--- src/rtl/rle_pkg.sv ---
package rle_pkg;
  localparam int BYTE_W    = 8;
  localparam int HDR_BYTES = 4;
  localparam int CNT_W     = BYTE_W * (HDR_BYTES - 1);
  localparam int HIDX_W    = $clog2(HDR_BYTES);
  localparam int RUN_W     = 8;

  typedef enum logic [2:0] {
    ST_HDR,
    ST_FLAG,
    ST_RVAL,
    ST_REP,
    ST_LIT,
    ST_PAD,
    ST_DONE,
    ST_ERR
  } rle_state_e;
endpackage

--- src/rtl/rle_ctrl.sv ---
module rle_ctrl
  import rle_pkg::*;
#(
  parameter logic [BYTE_W-1:0] TYPE_CODE = 8'h30
) (
  input  logic              clk,
  input  logic              rst,
  input  logic              cfg_half,
  input  logic              in_valid,
  input  logic [BYTE_W-1:0] in_data,
  output logic              in_ready,
  output logic              half_mode,
  output logic              emit_valid,
  output logic [BYTE_W-1:0] emit_byte,
  input  logic              emit_ready,
  input  logic              pack_idle,
  output logic              done,
  output logic              err
);

  rle_state_e        state_q;
  logic [CNT_W-1:0]  remain_q;
  logic [RUN_W-1:0]  run_q;
  logic [1:0]        pad_q;
  logic [HIDX_W-1:0] hidx_q;
  logic [BYTE_W-1:0] rep_q;
  logic              half_q;
  logic              done_q;
  logic              err_q;

  logic              in_fire;
  logic              emit_fire;
  logic [CNT_W-1:0]  cnt_full;
  logic [1:0]        pad_n;

  assign cnt_full  = {in_data, remain_q[CNT_W-1:BYTE_W]};
  assign pad_n     = 2'd0 - cnt_full[1:0];
  assign half_mode = half_q;
  assign done      = done_q;
  assign err       = err_q;

  always_comb begin
    in_ready   = 1'b0;
    emit_valid = 1'b0;
    emit_byte  = '0;
    case (state_q)
      ST_HDR, ST_FLAG, ST_RVAL: in_ready = 1'b1;
      ST_REP: begin
        emit_valid = 1'b1;
        emit_byte  = rep_q;
      end
      ST_LIT: begin
        emit_valid = in_valid;
        emit_byte  = in_data;
        in_ready   = emit_ready;
      end
      ST_PAD:  emit_valid = 1'b1;
      default: ;
    endcase
  end

  assign in_fire   = in_valid && in_ready;
  assign emit_fire = emit_valid && emit_ready;

  always_ff @(posedge clk) begin
    if (rst) begin
      state_q  <= ST_HDR;
      remain_q <= '0;
      run_q    <= '0;
      pad_q    <= '0;
      hidx_q   <= '0;
      rep_q    <= '0;
      half_q   <= 1'b0;
      done_q   <= 1'b0;
      err_q    <= 1'b0;
    end else begin
      done_q <= 1'b0;
      case (state_q)
        ST_HDR: if (in_fire) begin
          if (hidx_q == '0) begin
            if (in_data != TYPE_CODE) begin
              err_q   <= 1'b1;
              state_q <= ST_ERR;
            end else begin
              half_q <= cfg_half;
              hidx_q <= hidx_q + 1'b1;
            end
          end else begin
            remain_q <= cnt_full;
            if (hidx_q == HIDX_W'(HDR_BYTES - 1)) begin
              hidx_q  <= '0;
              pad_q   <= pad_n;
              state_q <= (cnt_full == '0) ? ST_DONE : ST_FLAG;
            end else begin
              hidx_q <= hidx_q + 1'b1;
            end
          end
        end
        ST_FLAG: if (in_fire) begin
          if (in_data[BYTE_W-1]) begin
            run_q   <= RUN_W'(in_data[BYTE_W-2:0]) + RUN_W'(3);
            state_q <= ST_RVAL;
          end else begin
            run_q   <= RUN_W'(in_data[BYTE_W-2:0]) + RUN_W'(1);
            state_q <= ST_LIT;
          end
        end
        ST_RVAL: if (in_fire) begin
          rep_q   <= in_data;
          state_q <= ST_REP;
        end
        ST_REP, ST_LIT: if (emit_fire) begin
          remain_q <= remain_q - 1'b1;
          run_q    <= run_q - 1'b1;
          if (remain_q == CNT_W'(1))
            state_q <= (pad_q != 2'd0) ? ST_PAD : ST_DONE;
          else if (run_q == RUN_W'(1))
            state_q <= ST_FLAG;
        end
        ST_PAD: if (emit_fire) begin
          pad_q <= pad_q - 1'b1;
          if (pad_q == 2'd1) state_q <= ST_DONE;
        end
        ST_DONE: if (pack_idle) begin
          done_q  <= 1'b1;
          state_q <= ST_HDR;
        end
        default: state_q <= ST_ERR;
      endcase
    end
  end

endmodule

--- src/rtl/rle_pack.sv ---
module rle_pack
  import rle_pkg::*;
#(
  parameter int OUT_W = 2 * BYTE_W
) (
  input  logic              clk,
  input  logic              rst,
  input  logic              half_mode,
  input  logic              emit_valid,
  input  logic [BYTE_W-1:0] emit_byte,
  output logic              emit_ready,
  output logic              pack_idle,
  output logic              out_valid,
  input  logic              out_ready,
  output logic [OUT_W-1:0]  out_data,
  output logic              out_wide
);

  logic              out_valid_q;
  logic [OUT_W-1:0]  out_data_q;
  logic              out_wide_q;
  logic              have_lo_q;
  logic [BYTE_W-1:0] lo_q;
  logic              slot_free;
  logic              take_lo;

  assign slot_free  = !out_valid_q || out_ready;
  assign take_lo    = half_mode && !have_lo_q;
  assign emit_ready = take_lo ? 1'b1 : slot_free;
  assign pack_idle  = !out_valid_q && !have_lo_q;
  assign out_valid  = out_valid_q;
  assign out_data   = out_data_q;
  assign out_wide   = out_wide_q;

  always_ff @(posedge clk) begin
    if (rst) begin
      out_valid_q <= 1'b0;
      out_data_q  <= '0;
      out_wide_q  <= 1'b0;
      have_lo_q   <= 1'b0;
      lo_q        <= '0;
    end else begin
      if (out_valid_q && out_ready) out_valid_q <= 1'b0;
      if (emit_valid && emit_ready) begin
        if (take_lo) begin
          lo_q      <= emit_byte;
          have_lo_q <= 1'b1;
        end else begin
          out_valid_q <= 1'b1;
          out_wide_q  <= half_mode;
          out_data_q  <= half_mode ? {emit_byte, lo_q}
                                   : OUT_W'(emit_byte);
          have_lo_q   <= 1'b0;
        end
      end
    end
  end

endmodule

--- src/rtl/rle_unpack_top.sv ---
module rle_unpack_top
  import rle_pkg::*;
#(
  parameter logic [BYTE_W-1:0] TYPE_CODE = 8'h30,
  parameter int                OUT_W     = 2 * BYTE_W
) (
  input  logic              clk,
  input  logic              rst,
  input  logic              cfg_half,
  input  logic              in_valid,
  input  logic [BYTE_W-1:0] in_data,
  output logic              in_ready,
  output logic              out_valid,
  input  logic              out_ready,
  output logic [OUT_W-1:0]  out_data,
  output logic              out_wide,
  output logic              done,
  output logic              err
);

  logic              half_mode;
  logic              emit_valid;
  logic [BYTE_W-1:0] emit_byte;
  logic              emit_ready;
  logic              pack_idle;

  rle_ctrl #(.TYPE_CODE(TYPE_CODE)) u_ctrl (
    .clk        (clk),
    .rst        (rst),
    .cfg_half   (cfg_half),
    .in_valid   (in_valid),
    .in_data    (in_data),
    .in_ready   (in_ready),
    .half_mode  (half_mode),
    .emit_valid (emit_valid),
    .emit_byte  (emit_byte),
    .emit_ready (emit_ready),
    .pack_idle  (pack_idle),
    .done       (done),
    .err        (err)
  );

  rle_pack #(.OUT_W(OUT_W)) u_pack (
    .clk        (clk),
    .rst        (rst),
    .half_mode  (half_mode),
    .emit_valid (emit_valid),
    .emit_byte  (emit_byte),
    .emit_ready (emit_ready),
    .pack_idle  (pack_idle),
    .out_valid  (out_valid),
    .out_ready  (out_ready),
    .out_data   (out_data),
    .out_wide   (out_wide)
  );

endmodule

--- config.mk ---
export PLATFORM = sky130hd
export DESIGN_NAME = rle_unpack_top
export DESIGN_NICKNAME = d
export VERILOG_FILES = /design/src/rtl/rle_pkg.sv /design/src/rtl/rle_ctrl.sv /design/src/rtl/rle_pack.sv /design/src/rtl/rle_unpack_top.sv
export SDC_FILE = /design/constraint.sdc
export NUM_CORES = 1
export LEC_CHECK = 0
export BUFFER_PORTS_ARGS = -buffer_cell sky130_fd_sc_hd__buf_2
export CAP_MARGIN = 20
export CORE_MARGIN = 5
export CORE_UTILIZATION = 56
export DETAILED_ROUTE_END_ITERATION = 8
export HOLD_SLACK_MARGIN = 0.02
export PLACE_DENSITY = 0.75
export SKIP_LAST_GASP = 1
export SYNTH_ARGS = -nofsm -noshare
export SYNTH_HDL_FRONTEND = slang
export SYNTH_SLANG_ARGS = --single-unit
--- constraint.sdc ---
create_clock -name clk -period 4.5 [get_ports clk]
set_input_delay 0 -clock clk [delete_from_list [all_inputs] [get_ports clk]]
set_output_delay 0 -clock clk [all_outputs]
set_load 0.02 [all_outputs]
==> tab_implementation.tex <==
\begin{tabular}{lr}
\hline
Metric & Value \\
\hline
\multicolumn{2}{l}{\textbf{Synthesis}} \\
\quad Main area contributors after synthesis & dfxtp\_1 (33\%), a21oi\_1 (6.1\%), nand2\_1 (5.4\%), nor2\_1 (4.5\%), o21ai\_0 (3.8\%) \\
\quad Cell area after synthesis & 4730 µm² \\
\quad Synth unique cells & 75 \\
\quad Share of the yosys chip area belonging to registers & 32.6\% \\
\quad Instance count of the mapped netlist & 608 \\
\quad Area share of xor/xnor cells in the synthesized design & 0.925\% \\
\quad Flip-flop and latch count after synthesis & 77 \\
\quad Most frequent cell after synthesis & dfxtp\_1 \\
\quad Combinational family with the most area after synthesis & compound AO/OA/AOI/OAI gates \\
\quad Fraction of post-synthesis cell area in the top cell type by area & 32.6\% \\
\quad Compound-cell area share of the yosys netlist & 26.8\% \\
\quad Library cell with the largest summed area after synthesis & dfxtp\_1 \\
\quad Dominant register cell in the synthesized netlist & dfxtp\_1 \\
\quad Synth Net Count & 633 \\
\quad Ys async rst share & 0\% \\
\quad Number of warning messages in the yosys log & 0 \\
\quad Basic-gate share of the synthesized area counting and, or, nand and nor cells & 26.7\% \\
\quad Post-synth EDFFs & 0 \\
\quad Adder-cell share of the synthesized area & 3.33\% \\
\quad Average size of a mapped cell & 7.78 µm² \\
\quad Leading post-synthesis cells by instance count & dfxtp\_1 (77), nand2\_1 (68), a21oi\_1 (58), nor2\_1 (57), o21ai\_0 (36) \\
\quad Share of cell area taken by muxes after synthesis & 2.54\% \\
\multicolumn{2}{l}{\textbf{Layout}} \\
\quad Share of cells above drive strength 1 & 11.9\% \\
\quad Number of nets in the layout & 641 \\
\quad Area growth syn-to-layout & 7.11\% \\
\quad Antenna diode count & 0 \\
\multicolumn{2}{l}{\textbf{Run status}} \\
\quad Status & completed \\
\multicolumn{2}{l}{\textbf{Floorplanning}} \\
\quad Top-Level Pins & 34 \\
\quad Starting utilization of the core area & 57.6\% \\
\quad Site row count & 33 \\
\quad Core ar. & 8220 µm² \\
\quad Die Area & 10400 µm² \\
\quad Die Span Y & 102 µm \\
\quad Die extent in x & 102 µm \\
\multicolumn{2}{l}{\textbf{Pwr}} \\
\quad Maximum vdd ir drop & 0.384 mV \\
\quad Power density cells & 540 nW/µm² \\
\quad Leakage power of the design & 0.00177 µW \\
\quad Part of the power in combinational logic & 47.2\% \\
\quad Reported net switching power & 1300 µW \\
\quad Sequential Power Share & 33.8\% \\
\quad Overall power consumption & 2740 µW \\
\quad Share of power burned in the clock network & 18.9\% \\
\quad Fraction of power spent switching nets & 47.4\% \\
\quad Internal power & 1440 µW \\
\multicolumn{2}{l}{\textbf{Timing}} \\
\quad Slew Viols, Final & 0 \\
\quad Fraction of the cycle the final worst path needs & 67.0\% \\
\quad Final setup TNS & 0 ns \\
\quad Final count of hold timing violations & 0 \\
\quad Setup skew after layout & 0.00775 ns \\
\quad Final critical-path required period & 3.01 ns \\
\quad Achievable clock frequency & 0.332 GHz \\
\quad Final setup violation count & 0 \\
\quad Actual transition at the worst max-transition pin & 1.06 ns \\
\quad Setup repair after global routing missed its margin & false \\
\quad Relative slew slack & 29.2\% \\
\multicolumn{2}{l}{\textbf{Route}} \\
\quad Drt first-iter violations & 467 \\
\quad Uppermost routed layer & met4 \\
\quad Via-to-Cell Ratio & 6.44 \\
\quad DRC viols & 0 \\
\quad Metal1 wirelength & 5760 µm \\
\quad Total number of vias & 4675 \\
\quad Wire length on met2 & 5650 µm \\
\quad Met3 Wirelength & 861 µm \\
\quad Post-route antenna net violation count & 0 \\
\quad Drt wl/cell & 17.0 µm \\
\quad DR pass1 iterations & 5 \\
\quad Routed Wire Length & 12400 µm \\
\multicolumn{2}{l}{\textbf{Worst setup path}} \\
\quad Critical path data required time & 4.76 ns \\
\quad Maximum cell stage delay along the critical path & 0.95 ns \\
\quad Startpoint class of the critical path & flip-flop \\
\quad Maximum fanout along the worst path & 29 \\
\quad Crit path max-delay cell type & dfxtp\_1 \\
\quad Capturing element type of the critical path & flip-flop \\
\quad Worst setup path class & flip-flop to flip-flop \\
\quad Largest delay share family, worst path & simple AND/OR/NAND/NOR gates \\
\quad WP buf/inv & 1 \\
\quad Cells along the critical path & and3b\_1 -> nor2\_2 -> buf\_4 -> o21a\_1 -> o22ai\_1 -> a32o\_1 \\
\quad CP Data Arrival Time & 3.27 ns \\
\multicolumn{2}{l}{\textbf{CTS}} \\
\quad Max clock buf depth & 2 \\
\quad Clock input transition at the sequential cells of the worst setup and hold paths & 0.09 ns \\
\quad Number of cells upsized or downsized after cts & 0 \\
\quad Skew-Pair Late Insertion Delay & 0.36 ns \\
\quad Number of levels the H-tree was split into & 3 \\
\quad Inserted Clock Buffers & 9 \\
\quad Clock sink count & 77 \\
\quad TritonCTS clock tree & done \\
\quad Library cell used as clock root buffer & clkbuf\_8 \\
\multicolumn{2}{l}{\textbf{GRT}} \\
\quad Initial antenna violation count & 0 \\
\quad Largest net degree at the start of global routing & 60 \\
\quad Wire length of the first global-routing pass & 20800 µm \\
\quad Via count of the first global-routing pass & 4163 \\
\quad Total global routing overflow & 0 \\
\quad GRT Util Overall & 24.7\% \\
\multicolumn{2}{l}{\textbf{Placement}} \\
\quad Placed wire-length estimate after detailed placement & 8310 µm \\
\quad Final Wtd Congestion & 0.880 \\
\quad Number of port buffers & 33 \\
\multicolumn{2}{l}{\textbf{Min path}} \\
\quad Min-delay worst type & input pin to flip-flop \\
\multicolumn{2}{l}{\textbf{Run}} \\
\quad Reported max-cap violation count & 0 \\
\hline
\end{tabular}
[tightest hold or removal path, delay by kind of cell]
| family | cells | cell delay, ns |
|---|---|---|
| buffers and inverters | 1 | 0.17 |
| multiplexers | 1 | 0.10 |
| AND/OR/NAND/NOR | 1 | 0.09 |
[stage by stage]
stage,cells,instance area [µm²],util [%],hold slack (ns),worst slack [ns]
after floorplan,608,4730,-,0.147,2.66
after global placement,702,4810,58.5,0.244,1.66
after detailed placement,702,4810,58.5,0.260,1.57
after CTS,725,5060,61.6,0.0242,1.55
after global routing,726,5070,61.7,0.0323,1.24
final,726,5070,61.7,0.0324,1.49
[power by group through the flow]
stage          clock network, µW  logic (µW)  registers [µW]
2_1_floorplan                  0        1070             859
3_3_place_gp                   0        1230             926
3_5_place_dp                   0        1250             936
4_1_cts                      528        1260             920
5_1_grt                      563        1420             942
6_report                     518        1290             926
[routing by layer]
layer  GRT usage [%]  vias up
li1                -     2249
met2            36.9      182
met5               0        -
met3            4.71       11
met1            37.0     2233
met4            5.35        0
[sequential cells by signal, indices dropped and copies added, names as in the netlist]
register / count
u_ctrl.done: 1
u_ctrl.err: 1
u_ctrl.half_mode: 1
u_ctrl.hidx_q: 2
u_ctrl.pad_q: 2
u_ctrl.remain_q: 24
u_ctrl.rep_q: 8
u_ctrl.run_q: 8
u_ctrl.state_q: 3
u_pack.have_lo_q: 1
u_pack.lo_q: 8
u_pack.out_data: 16
u_pack.out_valid: 1
u_pack.out_wide: 1
[kinds of logic (layout without fill, tap and decap cells)]
logic type      after synthesis  in the layout
buf+inv                      70             83
xor+xnor                      5              5
fa+ha+maj                    12             12
compound gates              192            192
simple gates                240            240
flops                        77             77
mux                          12             12
[layout make-up]
cell class	count	area, µm²
Clock buffer	9	124
Clock inverter	7	61.3
Fill cell	734	3150
Inverter	22	82.6
Multi-Input combinational cell	461	2860
Sequential cell	77	1540
Tap cell	105	131
Timing Repair Buffer	45	273
[final timing paths]
check                           cells past startpoint  slack [ns]               start            endpoint
worst min register to register                      2        0.45  u_pack.out_data[9]  u_pack.out_data[9]
worst max register to register                      6        1.49   u_ctrl.state_q[2]   u_ctrl.state_q[1]
worst min-delay path                                3        0.03          in_data[4]     u_ctrl.rep_q[4]
worst max-delay path                                6        1.49   u_ctrl.state_q[2]   u_ctrl.state_q[1]
[cells in the final DEF (no fill, tap or decap), types with 3 or more instances in the layout]
master / synthesis / layout
a211oi_1: 17 / 17
a21o_1: 4 / 4
a21oi_1: 58 / 58
a221oi_1: 3 / 3
a22oi_1: 12 / 12
a31oi_1: 7 / 7
and2_1: 3 / 3
and3_1: 6 / 6
buf_2: 16 / 33
buf_4: 2 / 5
clkbuf_8: 4 / 9
dfxtp_1: 77 / 77
dlygate4sd3_1: 0 / 7
ha_1: 11 / 11
inv_1: 22 / 22
inv_6: 0 / 4
mux2i_1: 12 / 12
nand2_1: 68 / 68
nand2b_1: 7 / 7
nand3_1: 16 / 16
nand3b_1: 16 / 16
nand4_1: 11 / 11
nor2_1: 57 / 56
nor2b_1: 8 / 8
nor3_1: 12 / 12
nor3_2: 3 / 3
nor4_1: 9 / 9
o21a_1: 5 / 5
o21ai_0: 36 / 36
o21ai_1: 3 / 3
o221ai_1: 4 / 4
o22ai_1: 7 / 7
o32ai_1: 5 / 5
o41ai_1: 3 / 3
or3_1: 4 / 4
xor2_1: 3 / 3
[timing repair]
action / 4_1_cts / 5_1_grt
hold buffers: 7 / 0
setup buffers: 0 / 0
endpoints found under the hold margin: 7 / 0
Power figures use the tool's default switching activity.
